**config.mk**
```make
export PLATFORM = sky130hd
export DESIGN_NAME = sdb_strobe_bridge
export DESIGN_NICKNAME = d
export VERILOG_FILES = /design/src/rtl/sdb_pkg.sv /design/src/rtl/sdb_sync.sv /design/src/rtl/sdb_edge.sv /design/src/rtl/sdb_pipe.sv /design/src/rtl/sdb_strobe_bridge.sv
export SDC_FILE = /design/constraint.sdc
export NUM_CORES = 1
export LEC_CHECK = 0
export BUFFER_PORTS_ARGS = -buffer_cell sky130_fd_sc_hd__buf_4
export CELL_PAD_IN_SITES_DETAIL_PLACEMENT = 2
export CELL_PAD_IN_SITES_GLOBAL_PLACEMENT = 2
export CORE_MARGIN = 4
export CORE_UTILIZATION = 33
export DETAILED_ROUTE_END_ITERATION = 10
export PLACE_DENSITY_LB_ADDON = 0.1
export SKIP_LAST_GASP = 1
export SLEW_MARGIN = 10
export SYNTH_ARGS = -nofsm -noshare
export SYNTH_HDL_FRONTEND = slang
export SYNTH_HIERARCHICAL = 1
export SYNTH_SLANG_ARGS = --single-unit
```
**constraint.sdc**
```tcl
create_clock -name clk -period 1.19 [get_ports clk]
set_clock_uncertainty 0.2 [all_clocks]
set_input_delay 0.1785 -clock clk [delete_from_list [all_inputs] [get_ports clk]]
set_output_delay 0.1785 -clock clk [all_outputs]
set_load 0.03 [all_outputs]
```
**src/rtl/sdb_pkg.sv**
```systemverilog
package sdb_pkg;

    // Command lines to the memory, all active-low
    typedef struct packed {
        logic ras_n;
        logic cas_n;
        logic we_n;
    } sdb_cmd_t;

    localparam sdb_cmd_t CMD_NOP = '{ras_n: 1'b1, cas_n: 1'b1, we_n: 1'b1};

    localparam int DEF_SYNC_STAGES = 2;
    localparam int DEF_ADDR_W      = 13;
    localparam int DEF_DQM_W       = 2;

    // Register count from an asynchronous input to a bridge output
    function automatic int path_depth(input int sync_stages);
        return sync_stages + 1;
    endfunction

endpackage

```
**src/rtl/sdb_sync.sv**
```systemverilog
module sdb_sync #(
    parameter int STAGES = 2
) (
    input  logic clk,
    input  logic rst,
    input  logic async_in,
    output logic sync_out
);
    logic [STAGES-1:0] chain;

    always_ff @(posedge clk) begin
        if (rst) chain[0] <= 1'b0;
        else     chain[0] <= async_in;
    end

    for (genvar g = 1; g < STAGES; g++) begin : g_stage
        always_ff @(posedge clk) begin
            if (rst) chain[g] <= 1'b0;
            else     chain[g] <= chain[g-1];
        end
    end

    assign sync_out = chain[STAGES-1];
endmodule

```
**src/rtl/sdb_edge.sv**
```systemverilog
module sdb_edge (
    input  logic clk,
    input  logic rst,
    input  logic level,
    output logic pulse
);
    logic prev;

    always_ff @(posedge clk) begin
        if (rst) prev <= 1'b0;
        else     prev <= level;
    end

    assign pulse = level & ~prev;


    pulse_gap_chk: assert property (@(posedge clk) disable iff (rst)
        pulse |=> !pulse);
endmodule

```
**src/rtl/sdb_pipe.sv**
```systemverilog
module sdb_pipe #(
    parameter int           W       = 8,
    parameter int           DEPTH   = 3,
    parameter logic [W-1:0] RST_VAL = '0
) (
    input  logic         clk,
    input  logic         rst,
    input  logic [W-1:0] din,
    output logic [W-1:0] dout
);
    logic [W-1:0] stg [DEPTH];

    always_ff @(posedge clk) begin
        if (rst) stg[0] <= RST_VAL;
        else     stg[0] <= din;
    end

    for (genvar g = 1; g < DEPTH; g++) begin : g_stg
        always_ff @(posedge clk) begin
            if (rst) stg[g] <= RST_VAL;
            else     stg[g] <= stg[g-1];
        end
    end

    assign dout = stg[DEPTH-1];
endmodule

```
**src/rtl/sdb_strobe_bridge.sv**
```systemverilog
module sdb_strobe_bridge
    import sdb_pkg::*;
#(
    parameter int SYNC_STAGES = DEF_SYNC_STAGES,
    parameter int ADDR_W      = DEF_ADDR_W,
    parameter int DQM_W       = DEF_DQM_W
) (
    input  logic              clk,
    input  logic              rst,
    input  logic              host_cs_req,
    input  logic              host_cs_hold,
    input  logic              host_cke_park,
    input  logic              host_cke_step,
    input  logic [ADDR_W-1:0] host_addr,
    input  logic [2:0]        host_cmd,
    input  logic [DQM_W-1:0]  host_dqm,
    output logic              sd_cs_n,
    output logic              sd_cke,
    output logic [ADDR_W-1:0] sd_addr,
    output logic [2:0]        sd_cmd,
    output logic [DQM_W-1:0]  sd_dqm
);
    localparam int N_LVL  = 4;
    localparam int BUS_W  = ADDR_W + $bits(sdb_cmd_t) + DQM_W;
    localparam int DEPTH  = path_depth(SYNC_STAGES);
    localparam logic [BUS_W-1:0] BUS_RST = {{ADDR_W{1'b0}}, CMD_NOP, {DQM_W{1'b0}}};

    // Level index map: 0 cs request, 1 cs hold, 2 park, 3 step
    logic [N_LVL-1:0] lvl_async, lvl_sync;
    assign lvl_async = {host_cke_step, host_cke_park, host_cs_hold, host_cs_req};

    for (genvar g = 0; g < N_LVL; g++) begin : g_sync
        sdb_sync #(.STAGES(SYNC_STAGES)) u_sync (
            .clk(clk), .rst(rst), .async_in(lvl_async[g]), .sync_out(lvl_sync[g])
        );
    end

    logic cs_pulse, step_pulse;

    sdb_edge u_cs_edge   (.clk(clk), .rst(rst), .level(lvl_sync[0]), .pulse(cs_pulse));
    sdb_edge u_step_edge (.clk(clk), .rst(rst), .level(lvl_sync[3]), .pulse(step_pulse));

    // Output strobes straight from flops
    logic hold_q, park_q;

    always_ff @(posedge clk) begin
        if (rst) begin
            sd_cs_n <= 1'b1;
            sd_cke  <= 1'b1;
            hold_q  <= 1'b0;
            park_q  <= 1'b0;
        end else begin
            sd_cs_n <= ~(cs_pulse | lvl_sync[1]);
            sd_cke  <= ~lvl_sync[2] | step_pulse;
            hold_q  <= lvl_sync[1];
            park_q  <= lvl_sync[2];
        end
    end

    // Bus delayed to line up with the strobes
    logic [BUS_W-1:0] bus_in, bus_out;
    assign bus_in = {host_addr, host_cmd, host_dqm};

    sdb_pipe #(.W(BUS_W), .DEPTH(DEPTH), .RST_VAL(BUS_RST)) u_bus (
        .clk(clk), .rst(rst), .din(bus_in), .dout(bus_out)
    );

    assign sd_addr = bus_out[BUS_W-1 -: ADDR_W];
    assign sd_cmd  = bus_out[DQM_W +: 3];
    assign sd_dqm  = bus_out[DQM_W-1:0];


    reset_state_chk: assert property (@(posedge clk)
        rst |=> (sd_cs_n && sd_cke && sd_cmd == 3'b111));


    cs_single_chk: assert property (@(posedge clk) disable iff (rst)
        (!sd_cs_n && !hold_q) |=> (sd_cs_n || hold_q));


    hold_cs_chk: assert property (@(posedge clk) disable iff (rst)
        hold_q |-> !sd_cs_n);


    cke_single_chk: assert property (@(posedge clk) disable iff (rst)
        (sd_cke && park_q) |=> (!sd_cke || !park_q));
endmodule

```
Yosys cells after proc, flatten, opt, wreduce, memory -nomap -nowiden
Memories as Yosys holds them, arrays and structs flattened. Index checks and enable logic that the tools add are counted.

Mux-type cells: 6. Bitwise gates (word level): 11.

Operators by type and width (count): 18-bit 2-to-1 mux (3); 1-bit bitwise OR (5); 1-bit NOT (4); 1-bit 2-to-1 mux (3); 1-bit AND (2).

Bits in registers: 12. Bits in writable memories: 54. Input bits: 24. Output and inout bits: 20. Word-level logic and storage cells: 30. Memories: 1.

Memory list: u_bus.stg (words 3, bits a word 18, read ports 3, clocked after memory_dff 0, write ports 3, RTL line sdb_pipe.sv:11) `logic [W-1:0] stg [DEPTH];`.

Logic depth before layout (Yosys ltp)
Word-level depth: 4. Depth in mapped cells: 2. Gate-level depth less buffers: 2.

Cells and area by module
Netlist, hierarchy kept.

Modules (own cells, without submodules): sdb_pipe (instances 1, cells each 113, area an instance 1443.9 um^2, sequential area each 1081.0 um^2); sdb_sync (instances 4, cells each 4, area an instance 52.6 um^2, sequential area each 40.0 um^2); sdb_edge (instances 2, cells each 3, area an instance 47.5 um^2, sequential area each 20.0 um^2); sdb_strobe_bridge (instances 1, cells each 4, area an instance 56.3 um^2, sequential area each 40.0 um^2).

Worst setup path before layout
OpenSTA, ideal clock, no wires.

Kind: flip-flop to flip-flop. Start point: register g_sync[3].u_sync.chain[1]. End point: register sd_cke. Setup time: 0.127 ns. Arrival: 0.718 ns. Data required time: 0.863 ns. Path slack: 0.145 ns. Stages on the path, launching flop included: 3. Buffers on the path: 0. Period minus slack after synthesis: 1.045 ns. Path through: dfxtp_1 > nor2b_4 > or3b_1.

Longest elaborated chain between the ends: 2.

Ends and longest elaborated chain: start: declaration (RTL line sdb_sync.sv:9) `logic [STAGES-1:0] chain;`; start signal: indexed assignment (RTL line sdb_sync.sv:19) `else chain[g] <= chain[g-1];`; 1-bit AND (RTL line sdb_edge.sv:14) `assign pulse = level & ~prev;`; named net step_pulse (RTL line sdb_strobe_bridge.sv:38) `logic cs_pulse, step_pulse;`; 1-bit bitwise OR (RTL line sdb_strobe_bridge.sv:54) `sd_cke <= ~lvl_sync[2] | step_pulse;`; end signal: assignment (RTL line sdb_strobe_bridge.sv:54); end: declaration (RTL line sdb_strobe_bridge.sv:18) `output logic sd_cke,`.

The timed path passes the listed nets, and every way through them passes these cells. A chain may end at the register's enable or synchronous reset.

Final worst setup path
Start point: register sd_cs_n. End point: output port sd_cs_n.

RTL lines: start: declaration (RTL line sdb_strobe_bridge.sv:17) `output logic sd_cs_n,`; start signal: assignment (RTL line sdb_strobe_bridge.sv:53) `sd_cs_n <= ~(cs_pulse | lvl_sync[1]);`.

No word-level cell between the ends.

==> flow_summary.json <==
{
  "status": "finished with violations",
  "violations": "negative hold slack",
  "slowest_delay_ps": 330,
  "ys_ff_latch": 66,
  "grt-ovfl-total": 0,
  "arrival_ps": 780,
  "cts_sinks": 66,
  "cap_viol_max_count": 0,
  "fmax_ghz": 0.863,
  "period_share": 0.974,
  "r2r_end": "sd_cke",
  "path_cells": "buf_6",
  "yosysMostFrequentCell": "dfxtp_1",
  "ys_seq_area_frac": 0.732,
  "start_util": 0.347,
  "ys.flop_type": "dfxtp_1",
  "postSynthCellCount": 139,
  "yosys.area.top_type_share": 0.732,
  "wl_per_cell_um": 12.9,
  "synth.area.top_cells": "dfxtp_1, nor2b_1, or2_1, nor2b_4, buf_2",
  "synth_edf_count": 0,
  "finalInstanceArea_sq_um": 2710,
  "p_leak_uw": 0.00113,
  "yosys_warnings": 6,
  "crit_path_end_kind": "output pin",
  "hold_violations": 11,
  "path_class": "reg -> out",
  "met2_usage": 0.222,
  "synth.distinct_cells": 7,
  "clk_pin_slew_ps": 60,
  "drc_errors": 0,
  "gp_congestion": 0.648,
  "synthArstFlopShare": 0,
  "critPathBufInv": 1,
  "vias": 1149,
  "n_antenna_cell": 0,
  "critPathSlowestCell": "dfxtp_2",
  "setup_tns_ps": 0,
  "die-area_sq_um": 6720,
  "cp-startpoint": "sd_cs_n",
  "antenna_found_initial": 0,
  "finalCriticalPeriod_ps": 1160,
  "die_y_um": 82.0,
  "drtIter0Drc": 26,
  "met3_usage": 0.0406,
  "worst_slew_pin_slew_ps": 216,
  "slew_viol_final": 0,
  "dpl.hpwl_mm": 2.26,
  "hp-start": "rst",
  "postRouteAntennaNets": 0,
  "ctsLongestPathBuffers": 2,
  "clock_latency_ps": 320,
  "hold_depth": 2,
  "r2r_slack_ps": 100,
  "worstRegToRegCells": 2,
  "rsz0062_at_grt": "yes",
  "drt-pass1-iter-count": 2,
  "holdWs_ps": -35.6,
  "core_area_sq_um": 5200,
  "setup_violations": 0,
  "cts_tree": "done",
  "avgViaCountPerCell": 3.99,
  "busiest_layer": "met2",
  "max_slew_margin": 0.855,
  "yosysTopAreaCell": "dfxtp_1",
  "drive_gt1_frac": 0.358,
  "totalWireLength_mm": 3.72,
  "power.total_uw": 4200,
  "synthesis.nets": 163,
  "first_global_vias": 1236,
  "grt_pass1_wl_mm": 5.77,
  "ys_top_cells_by_count": "dfxtp_1, nor2b_1, or2_1",
  "die_x_um": 82.0,
  "area_delta_synth_final_pct": 50.0,
  "ir_drop_mv": 0.683,
  "boundaryPins": 44,
  "portBuffers": 43,
  "crit_fanout": 1,
  "num_rows": 26,
  "grt_util_met1": 0.117,
  "place_area_sq_um": 2220,
  "cts_root_buf": "clkbuf_8",
  "crit_required_ps": 810,
  "hold_path.class": "in -> reg",
  "h-tree-depth": 3,
  "track_usage": 0.123,
  "r2r_start": "g_sync[3].u_sync/sync_out",
  "cts_made_buffers": 9,
  "cp_top_family": "flip-flops",
  "fin_nets": 237,
  "syn_area_sq_um": 1810,
  "start_kind": "flip-flop",
  "grt_max_degree": 40,
  "min_to": "u_bus/stg[0][2]",
  "p_per_area_nw_per_um2": 1550,
  "syn-mean-instance-area_sq_um": 13.0
}
worst reg2reg max path: stages, from the launching register on:
cell and delay [ps]:
dfxtp_1 310, nor2b_4 120, or3b_1 350
worst max path at each step:
stage,end,slack (ps),cells after the start
CTS,sd_addr[7],0.08,1
finish,sd_cs_n,30,1
detailed placement,sd_cke,90,2
global placement,sd_cke,130,2
floorplan,sd_cke,140,2
global route,sd_addr[8],-20,1
area by class of cell:
class	count	area, sq um
tap	70	87.6
multi-input combinational	68	459
fill	507	2500
sequential	66	1340
clock buffer	13	149
timing repair buffer	68	656
clock inverter	3	15.0
where the power goes:
part | leakage (uW) | internal [uW] | switching [uW]
clock | 0.0000872 | 805 | 750
sequential | 0.000547 | 2300 | 26.6
combinational | 0.000496 | 191 | 123
total | 0.00113 | 3300 | 899
cell families after synthesis:
family	synth area share
AOI/OAI and AO/OA	0.00416
DFF	0.732
buffers and inverters	0.0139
and+or+nand+nor	0.250
metrics by stage:
stage | utilization | instances | setup WS (ps)
after floorplan | - | 139 | 145
after global placement | 0.426 | 249 | 135
after detailed placement | 0.426 | 249 | 91.3
after CTS | 0.508 | 287 | 0.0800
after global routing | 0.520 | 288 | -16.6
final | 0.520 | 288 | 31.5
metal layers:
metal	part of all wire	vias up
li1	-	566
met1	0.35	546
met2	0.58	27
met3	0.044	10
met4	0.019	0
met5	0	-
state kept, by name, summed over array words and instances (netlist names):
signal                  flops
u_cs_edge/prev              1
sd_cs_n                     1
g_sync.u_sync/sync_out      4
u_step_edge/prev            1
sd_cke                      1
g_sync.u_sync/chain         4
u_bus/stg                  54
cells in the final DEF, fill, tap and decap left out:
cell           count
nor2b_1           53
dfxtp_1           50
buf_4             24
dlygate4sd3_1     23
buf_6             20
dfxtp_2           16
clkbuf_8          10
or2_1              9
nor2b_4            4
clkinv_2           3
clkbuf_1           3
o21bai_1           1
or3b_1             1
buf_12             1
what timing repair did:
| item | CTS | global route |
|---|---|---|
| gates resized for setup | 16 | 20 |
| setup buffers | 0 | 0 |
| pin swaps | 0 | 0 |
| hold buffers | 22 | 1 |
| endpoints found under the hold margin | 27 | 5 |
| setup endpoints to repair | 9 | 17 |
No activity file was read; power rests on OpenSTA's default activity.
